<file path="src/rtl/tstick_pkg.sv">
`timescale 1ns/1ps
package tstick_pkg;

    localparam int SHIFT_W = 6;
    localparam int GRAN_W  = 3;
    localparam int PCNT_W  = 16;

    typedef enum logic [GRAN_W-1:0] {
        GRAN_10US  = 3'd0,
        GRAN_20US  = 3'd1,
        GRAN_50US  = 3'd2,
        GRAN_100US = 3'd3,
        GRAN_1MS   = 3'd4,
        GRAN_10MS  = 3'd5,
        GRAN_100MS = 3'd6,
        GRAN_LONG  = 3'd7
    } gran_e;

    // number of common ticks per pulse for each granularity code
    function automatic logic [PCNT_W-1:0] gran_ticks(input logic [GRAN_W-1:0] g);
        logic [PCNT_W-1:0] n;
        case (gran_e'(g))
            GRAN_10US:  n = 16'd1;
            GRAN_20US:  n = 16'd2;
            GRAN_50US:  n = 16'd5;
            GRAN_100US: n = 16'd10;
            GRAN_1MS:   n = 16'd100;
            GRAN_10MS:  n = 16'd1000;
            GRAN_100MS: n = 16'd10000;
            default:    n = 16'd65535;
        endcase
        return n;
    endfunction

endpackage

</file>
<file path="src/rtl/tstick_regs.sv">
`timescale 1ns/1ps
module tstick_regs
    import tstick_pkg::*;
#(
    parameter int DIV_W  = 16,
    parameter int NUM_PG = 3
) (
    input  logic                             clk,
    input  logic                             rst_n,
    input  logic                             we,
    input  logic [1:0]                       addr,
    input  logic [31:0]                      wdata,
    output logic [SHIFT_W-1:0]               tag_shift,
    output logic [SHIFT_W-1:0]               nat_shift,
    output logic [SHIFT_W-1:0]               log_shift,
    output logic                             log_sel,
    output logic [NUM_PG-1:0][GRAN_W-1:0]    gran,
    output logic [DIV_W-1:0]                 div_val,
    output logic                             div_en
);

    localparam int EN_BIT = 31;

    typedef struct packed {
        logic [SHIFT_W-1:0]            tag_shift;
        logic [SHIFT_W-1:0]            nat_shift;
        logic [SHIFT_W-1:0]            log_shift;
        logic                          log_sel;
        logic [NUM_PG-1:0][GRAN_W-1:0] gran;
        logic [DIV_W-1:0]              div_val;
        logic                          div_en;
    } regs_t;

    regs_t r_d, r_q;
    logic  unused_wdata;

    assign unused_wdata = ^wdata;

    always_comb begin
        r_d = r_q;
        if (we) begin
            case (addr)
                2'd0: begin
                    r_d.tag_shift = wdata[SHIFT_W-1:0];
                    r_d.nat_shift = wdata[8 +: SHIFT_W];
                    r_d.log_shift = wdata[16 +: SHIFT_W];
                    r_d.log_sel   = wdata[24];
                end
                2'd1: begin
                    for (int i = 0; i < NUM_PG; i++) begin
                        r_d.gran[i] = wdata[4*i +: GRAN_W];
                    end
                end
                2'd2: begin
                    // ratio is locked while the divider runs
                    if (!r_q.div_en) begin
                        r_d.div_val = wdata[DIV_W-1:0];
                    end
                    r_d.div_en = wdata[EN_BIT];
                end
                default: ;
            endcase
        end
    end

    always_ff @(posedge clk) begin
        if (!rst_n) begin
            r_q <= '0;
        end else begin
            r_q <= r_d;
        end
    end

    assign tag_shift = r_q.tag_shift;
    assign nat_shift = r_q.nat_shift;
    assign log_shift = r_q.log_shift;
    assign log_sel   = r_q.log_sel;
    assign gran      = r_q.gran;
    assign div_val   = r_q.div_val;
    assign div_en    = r_q.div_en;

endmodule

</file>
<file path="src/rtl/tstick_base.sv">
`timescale 1ns/1ps
module tstick_base #(
    parameter int CNT_W      = 56,
    parameter int TS_W       = 32,
    parameter int LEGACY_CYC = 19200
) (
    input  logic             clk,
    input  logic             rst_n,
    output logic [CNT_W-1:0] base,
    output logic [TS_W-1:0]  ms_count
);

    localparam int LC_W = (LEGACY_CYC > 1) ? $clog2(LEGACY_CYC) : 1;
    localparam logic [LC_W-1:0] LC_LAST = LC_W'(LEGACY_CYC - 1);

    typedef struct packed {
        logic [CNT_W-1:0] base;
        logic [LC_W-1:0]  lcnt;
        logic [TS_W-1:0]  ms;
    } base_t;

    base_t b_d, b_q;

    always_comb begin
        b_d      = b_q;
        b_d.base = b_q.base + 1'b1;
        if (b_q.lcnt == LC_LAST) begin
            b_d.lcnt = '0;
            b_d.ms   = b_q.ms + 1'b1;
        end else begin
            b_d.lcnt = b_q.lcnt + 1'b1;
        end
    end

    always_ff @(posedge clk) begin
        if (!rst_n) begin
            b_q <= '0;
        end else begin
            b_q <= b_d;
        end
    end

    assign base     = b_q.base;
    assign ms_count = b_q.ms;

endmodule

</file>
<file path="src/rtl/tstick_div.sv">
`timescale 1ns/1ps
module tstick_div #(
    parameter int DIV_W = 16
) (
    input  logic             clk,
    input  logic             rst_n,
    input  logic             en,
    input  logic [DIV_W-1:0] val,
    output logic             tick
);

    typedef struct packed {
        logic [DIV_W-1:0] cnt;
    } div_t;

    div_t v_d, v_q;

    assign tick = en && (v_q.cnt == val);

    always_comb begin
        v_d = v_q;
        if (!en || tick) begin
            v_d.cnt = '0;
        end else begin
            v_d.cnt = v_q.cnt + 1'b1;
        end
    end

    always_ff @(posedge clk) begin
        if (!rst_n) begin
            v_q <= '0;
        end else begin
            v_q <= v_d;
        end
    end

endmodule

</file>
<file path="src/rtl/tstick_pulse.sv">
`timescale 1ns/1ps
module tstick_pulse
    import tstick_pkg::*;
(
    input  logic              clk,
    input  logic              rst_n,
    input  logic              en,
    input  logic              tick,
    input  logic [GRAN_W-1:0] gran,
    output logic              pulse
);

    typedef struct packed {
        logic [PCNT_W-1:0] cnt;
    } pg_t;

    pg_t p_d, p_q;
    logic [PCNT_W-1:0] last;

    assign last  = gran_ticks(gran) - 1'b1;
    // >= keeps a generator from running away after a granularity cut
    assign pulse = en && tick && (p_q.cnt >= last);

    always_comb begin
        p_d = p_q;
        if (!en || pulse) begin
            p_d.cnt = '0;
        end else if (tick) begin
            p_d.cnt = p_q.cnt + 1'b1;
        end
    end

    always_ff @(posedge clk) begin
        if (!rst_n) begin
            p_q <= '0;
        end else begin
            p_q <= p_d;
        end
    end

endmodule

</file>
<file path="src/rtl/tstick_gen.sv">
`timescale 1ns/1ps
module tstick_gen
    import tstick_pkg::*;
#(
    parameter int CNT_W      = 56,
    parameter int TS_W       = 32,
    parameter int DIV_W      = 16,
    parameter int NUM_PG     = 3,
    parameter int LEGACY_CYC = 19200
) (
    input  logic              clk,
    input  logic              rst_n,
    input  logic              cfg_we,
    input  logic [1:0]        cfg_addr,
    input  logic [31:0]       cfg_wdata,
    output logic [CNT_W-1:0]  ts_base,
    output logic [TS_W-1:0]   ts_log,
    output logic [TS_W-1:0]   ts_tag,
    output logic [TS_W-1:0]   ts_nat,
    output logic              timer_tick,
    output logic [NUM_PG-1:0] pulse
);

    logic [SHIFT_W-1:0]            tag_shift_w, nat_shift_w, log_shift_w;
    logic                          log_sel_w;
    logic [NUM_PG-1:0][GRAN_W-1:0] gran_w;
    logic [DIV_W-1:0]              div_val_w;
    logic                          div_en_w;
    logic [CNT_W-1:0]              base_w;
    logic [TS_W-1:0]               ms_w;

    function automatic logic [TS_W-1:0] tap(input logic [CNT_W-1:0] b,
                                            input logic [SHIFT_W-1:0] sh);
        return TS_W'(b >> sh);
    endfunction

    tstick_regs #(.DIV_W(DIV_W), .NUM_PG(NUM_PG)) u_regs (
        .clk       (clk),
        .rst_n     (rst_n),
        .we        (cfg_we),
        .addr      (cfg_addr),
        .wdata     (cfg_wdata),
        .tag_shift (tag_shift_w),
        .nat_shift (nat_shift_w),
        .log_shift (log_shift_w),
        .log_sel   (log_sel_w),
        .gran      (gran_w),
        .div_val   (div_val_w),
        .div_en    (div_en_w)
    );

    tstick_base #(.CNT_W(CNT_W), .TS_W(TS_W), .LEGACY_CYC(LEGACY_CYC)) u_base (
        .clk      (clk),
        .rst_n    (rst_n),
        .base     (base_w),
        .ms_count (ms_w)
    );

    tstick_div #(.DIV_W(DIV_W)) u_div (
        .clk   (clk),
        .rst_n (rst_n),
        .en    (div_en_w),
        .val   (div_val_w),
        .tick  (timer_tick)
    );

    for (genvar g = 0; g < NUM_PG; g++) begin : g_pg
        tstick_pulse u_pg (
            .clk   (clk),
            .rst_n (rst_n),
            .en    (div_en_w),
            .tick  (timer_tick),
            .gran  (gran_w[g]),
            .pulse (pulse[g])
        );
    end

    assign ts_base = base_w;
    assign ts_tag  = tap(base_w, tag_shift_w);
    assign ts_nat  = tap(base_w, nat_shift_w);
    assign ts_log  = log_sel_w ? tap(base_w, log_shift_w) : ms_w;

endmodule

</file>
<file path="config.mk">
export PLATFORM = sky130hd
export DESIGN_NAME = tstick_gen
export DESIGN_NICKNAME = d
export VERILOG_FILES = /design/src/rtl/tstick_pkg.sv /design/src/rtl/tstick_regs.sv /design/src/rtl/tstick_base.sv /design/src/rtl/tstick_div.sv /design/src/rtl/tstick_pulse.sv /design/src/rtl/tstick_gen.sv
export SDC_FILE = /design/constraint.sdc
export NUM_CORES = 1
export LEC_CHECK = 0
export BUFFER_PORTS_ARGS = -buffer_cell sky130_fd_sc_hd__buf_2
export CORE_ASPECT_RATIO = 0.9
export CORE_UTILIZATION = 26
export DETAILED_ROUTE_END_ITERATION = 10
export GPL_ROUTABILITY_DRIVEN = 0
export PLACE_DENSITY = 0.52
export RECOVER_POWER = 50
export SYNTH_ARGS = -nofsm -noshare
export SYNTH_HDL_FRONTEND = slang
export SYNTH_SLANG_ARGS = --single-unit
export TNS_END_PERCENT = 100
</file>
<file path="constraint.sdc">
create_clock -name clk -period 3.1 [get_ports clk]
set_input_delay 0.155 -clock clk [delete_from_list [all_inputs] [get_ports clk]]
set_output_delay 0.155 -clock clk [all_outputs]
set_load 0.005 [all_outputs]
</file>
==> flow_summary.yaml <==
timing:
  drv_slew: 42
  period_utilization_pct: 102
  worst_slack_ns: -0.0764
  maxClockFrequency_ghz: 0.315
  finalHoldViolCount: 0
  final_period_minus_worst_setup_slack_ns: 3.18
  number_of_failing_setup_endpoints_in_the_final_timing_report: 4
  worstMarginPinSlew_ns: 1.53
  grt_setup_unrepaired: "yes"
  timing.clock.skew_ns: 0.0501
  max-slew-margin-rel_pct: -2.11
power:
  power_share_of_the_sequential_group_pct: 41.4
  clock_power_share_pct: 46.5
  combinational_share_of_power_pct: 12.1
  worst_ir_drop_vdd_uv: 395
  power_leakage_nw: 8.85
  power.switching_fraction_pct: 27.5
  total_switching_power_mw: 1.87
  cellPowerDensity_nw_per_um2: 270
  fin_total_pwr_mw: 6.79
  cellInternalPower_mw: 4.92
route:
  detail_route.wl_per_cell_um: 22.5
  route.vias.total: 19800
  detail_route.wirelength_um: 80500
  detail-route-antenna-nets: 0
  detailedRoute.firstIterationViolations: 1879
  firstDrtPassIters: 8
  drt-vias-per-instance: 5.54
  remaining_drc_errors: 0
global_route:
  first_global_vias: 18300
  overflow: 0
  grt_antenna_before_repair: 4
  largest_net_degree_at_the_start_of_global_routing: 85
  grt_pass1_wl_um: 119000
  gr-usage-all-layers_pct: 18.7
synthesis:
  seq_area_frac_synth_pct: 20.1
  syn_inst: 2387
  async_reset_ff_share_pct: 0
  avgSynthCellArea_sq_um: 8.87
  proportion_of_netlist_area_held_by_the_largest_area_contributor_pct: 20.1
  postSynth.topFlopCell: "sky130_fd_sc_hd__dfxtp_1"
  ys_warn_count: 0
  synthesis.nets: 2479
  post_synth_instance_area_sq_um: 21200
  synth_top_cell_by_area: "sky130_fd_sc_hd__mux4_2"
  synth_cell_type_count: 73
  ys_ff_latch: 212
  synth_edf_count: 0
  post_synth_main_area_contributors: "sky130_fd_sc_hd__mux4_2, sky130_fd_sc_hd__dfxtp_1, sky130_fd_sc_hd__mux2i_1"
floorplanning:
  vert_die_dim_um: 273
  core_rows: 98
  die_area_sq_um: 82600
  floorplan.die.width_um: 303
  start_util_pct: 26.5
  boundaryPins: 193
  design.core.area_sq_um: 79900
layout:
  nets_final: 2606
  area_delta_synth_final_pct: 18.7
  multiInputGateArea_sq_um: 15600
  final_common_cell: "sky130_fd_sc_hd__nand2_1"
  register_area_sq_um: 4300
  layout.cells.most_common_list: "sky130_fd_sc_hd__nand2_1, sky130_fd_sc_hd__mux4_2, sky130_fd_sc_hd__nor2_1"
  fillerInstances: 8367
  utilization_pct: 31.4
  share_of_layout_cells_above_drive_strength_1_pct: 28.6
critical_path:
  path_cells: "buf_12, buf_12, mux4_2, mux4_2, a221oi_2, o211ai_1, buf_2"
  max_stage_delay_ns: 0.54
  setup.worst_path.start_class: "register"
  critical_path_class: "reg -> out"
  cp.required_ns: 2.94
  path_delay_family: "multiplexers"
  crit_path_end_kind: "output port"
  worstPathBufferInverterCount: 3
  worstPathArrival_ns: 3.02
  crit_path_max_fanout: 8
  critical_path.slowest_cell: "sky130_fd_sc_hd__mux4_2"
run:
  drv_cap: 1
placement:
  portBuffers: 184
  hpwl_um: 57500
cts:
  cts.sinks: 212
  cts.clk_slew.worst_paths_ns: 0.07
  tritoncts: "built"
  htree_num_levels: 1
  root_buffer: "sky130_fd_sc_hd__clkbuf_16"
  number_of_buffers_added_by_the_clock_tree_synthesis_step: 28
  clock_path_buffers: 3
  worst_skew_pair.late_latency_ns: 0.60
run_status:
  failed_checks: "max-capacitance violations, max-slew violations, negative setup slack"
  run_status: "complete, but fails checks"
hold_path:
  worst_hold_check_path_type: "in -> reg"
==> worst register-to-register path, stage by stage (launching register included) <==
cell	delay (ns)
sky130_fd_sc_hd__dfxtp_1	0.41
sky130_fd_sc_hd__xnor2_1	0.19
sky130_fd_sc_hd__nand4_1	0.15
sky130_fd_sc_hd__nor4_1	0.65
sky130_fd_sc_hd__inv_1	0.26
sky130_fd_sc_hd__nand2_1	0.39
sky130_fd_sc_hd__clkbuf_1	0.55
sky130_fd_sc_hd__nor2_1	0.11
==> power groups by stage <==
stage | logic [mW] | registers [mW] | clock network (mW)
6_report | 0.819 | 2.81 | 3.16
5_1_grt | 0.875 | 2.82 | 3.36
2_1_floorplan | 0.523 | 2.83 | 0
3_3_place_gp | 0.706 | 2.88 | 0
4_1_cts | 0.787 | 2.81 | 3.25
3_5_place_dp | 0.706 | 2.88 | 0
==> cell usage after synthesis (all sizes together) (5+ instances only) <==
library cell	count
o21a	14
and4	20
nor3b	6
clkbuf	143
ha	55
nand4	60
a211o	6
and3	35
o211ai	10
o22ai	23
mux2	59
buf	140
mux4	189
nor3	21
inv	36
nor2	182
nand2	242
mux2i	144
a21oi	96
o221ai	30
nand2b	12
nand3	91
nand3b	5
dfxtp	212
and2	97
nor2b	25
o22a	5
a21boi	47
a221o	6
a31oi	7
a211oi	21
a221oi	6
xnor2	98
or3	12
xor2	62
a21o	17
nor4	14
a2bb2oi	6
o21ai	100
==> area by class of cell <==
cell class,count,share of cell area [%]
clock buffers,38,3.06
diodes,2,0.0199
repair buffers,380,11.5
flip-flops and latches,212,17.1
clock inverters,11,0.463
well taps,1050,5.23
multi-input cells,1853,62.0
inverters,39,0.608
==> worst paths after layout <==
| check | startpoint | slack [ns] | cells after the start | to |
|---|---|---|---|---|
| hold reg to reg | u_base.b_q[32] | 0.46 | 1 | u_base.b_q[32] |
| hold / removal | cfg_addr[0] | 0.09 | 5 | u_regs.nat_shift[0] |
| setup reg to reg | u_div.v_q[11] | 0.26 | 7 | u_div.v_q[12] |
| setup / recovery | u_regs.log_shift[1] | -0.08 | 7 | ts_log[2] |
==> sequential cells by signal (all words and copies together) (netlist names) <==
signal	count
u_base.base	56
g_pg.u_pg.p_q	48
u_base.ms_count	32
u_div.v_q	16
u_regs.div_val	16
u_base.b_q	15
u_regs.gran	9
u_regs.log_shift	6
u_regs.nat_shift	6
u_regs.tag_shift	6
u_regs.div_en	1
u_regs.log_sel	1
==> cells by family after synthesis <==
logic type | after synthesis | synth area share [%]
and+or+nand+nor | 831 | 19.6
AOI/OAI and AO/OA | 415 | 12.8
muxes | 392 | 30.1
buffers and inverters | 322 | 7.66
DFF | 212 | 20.1
xor gates and xnor gates | 160 | 6.62
adders and majority gates | 55 | 3.25
==> per-stage QoR <==
| stage | cells | TNS [ns] | instance area [sq um] | setup slack (ns) | hold WS [ns] |
|---|---|---|---|---|---|
| after detailed placement | 3464 | 0 | 23000 | 0.239 | 0.421 |
| after floorplan | 2387 | 0 | 21200 | 0.602 | 0.300 |
| after global placement | 3464 | 0 | 23000 | 0.248 | 0.407 |
| after global routing | 3584 | -1.43 | 25100 | -0.115 | 0.128 |
| final | 3585 | -0.177 | 25100 | -0.0764 | 0.0945 |
| after CTS | 3570 | -0.136 | 24700 | -0.0708 | 0.0713 |
==> metal layers <==
layer	part of all wire, %	routed length (um)	track usage [%]
met5	0.046	37	0
met1	46	36800	27.7
met2	42	33700	27.0
met4	2.9	2310	4.85
met3	9.5	7670	3.91
==> timing repair <==
item / CTS / global route
resized for setup: 47 / 93
gates cloned: 3 / 4
hold endpoints to repair: 44 / 0
setup buffers: 25 / 9
hold buffers: 29 / 0
endpoints found under the setup margin: 51 / 55
pin swaps: 10 / 11
(Power assumes the default switching activity.)
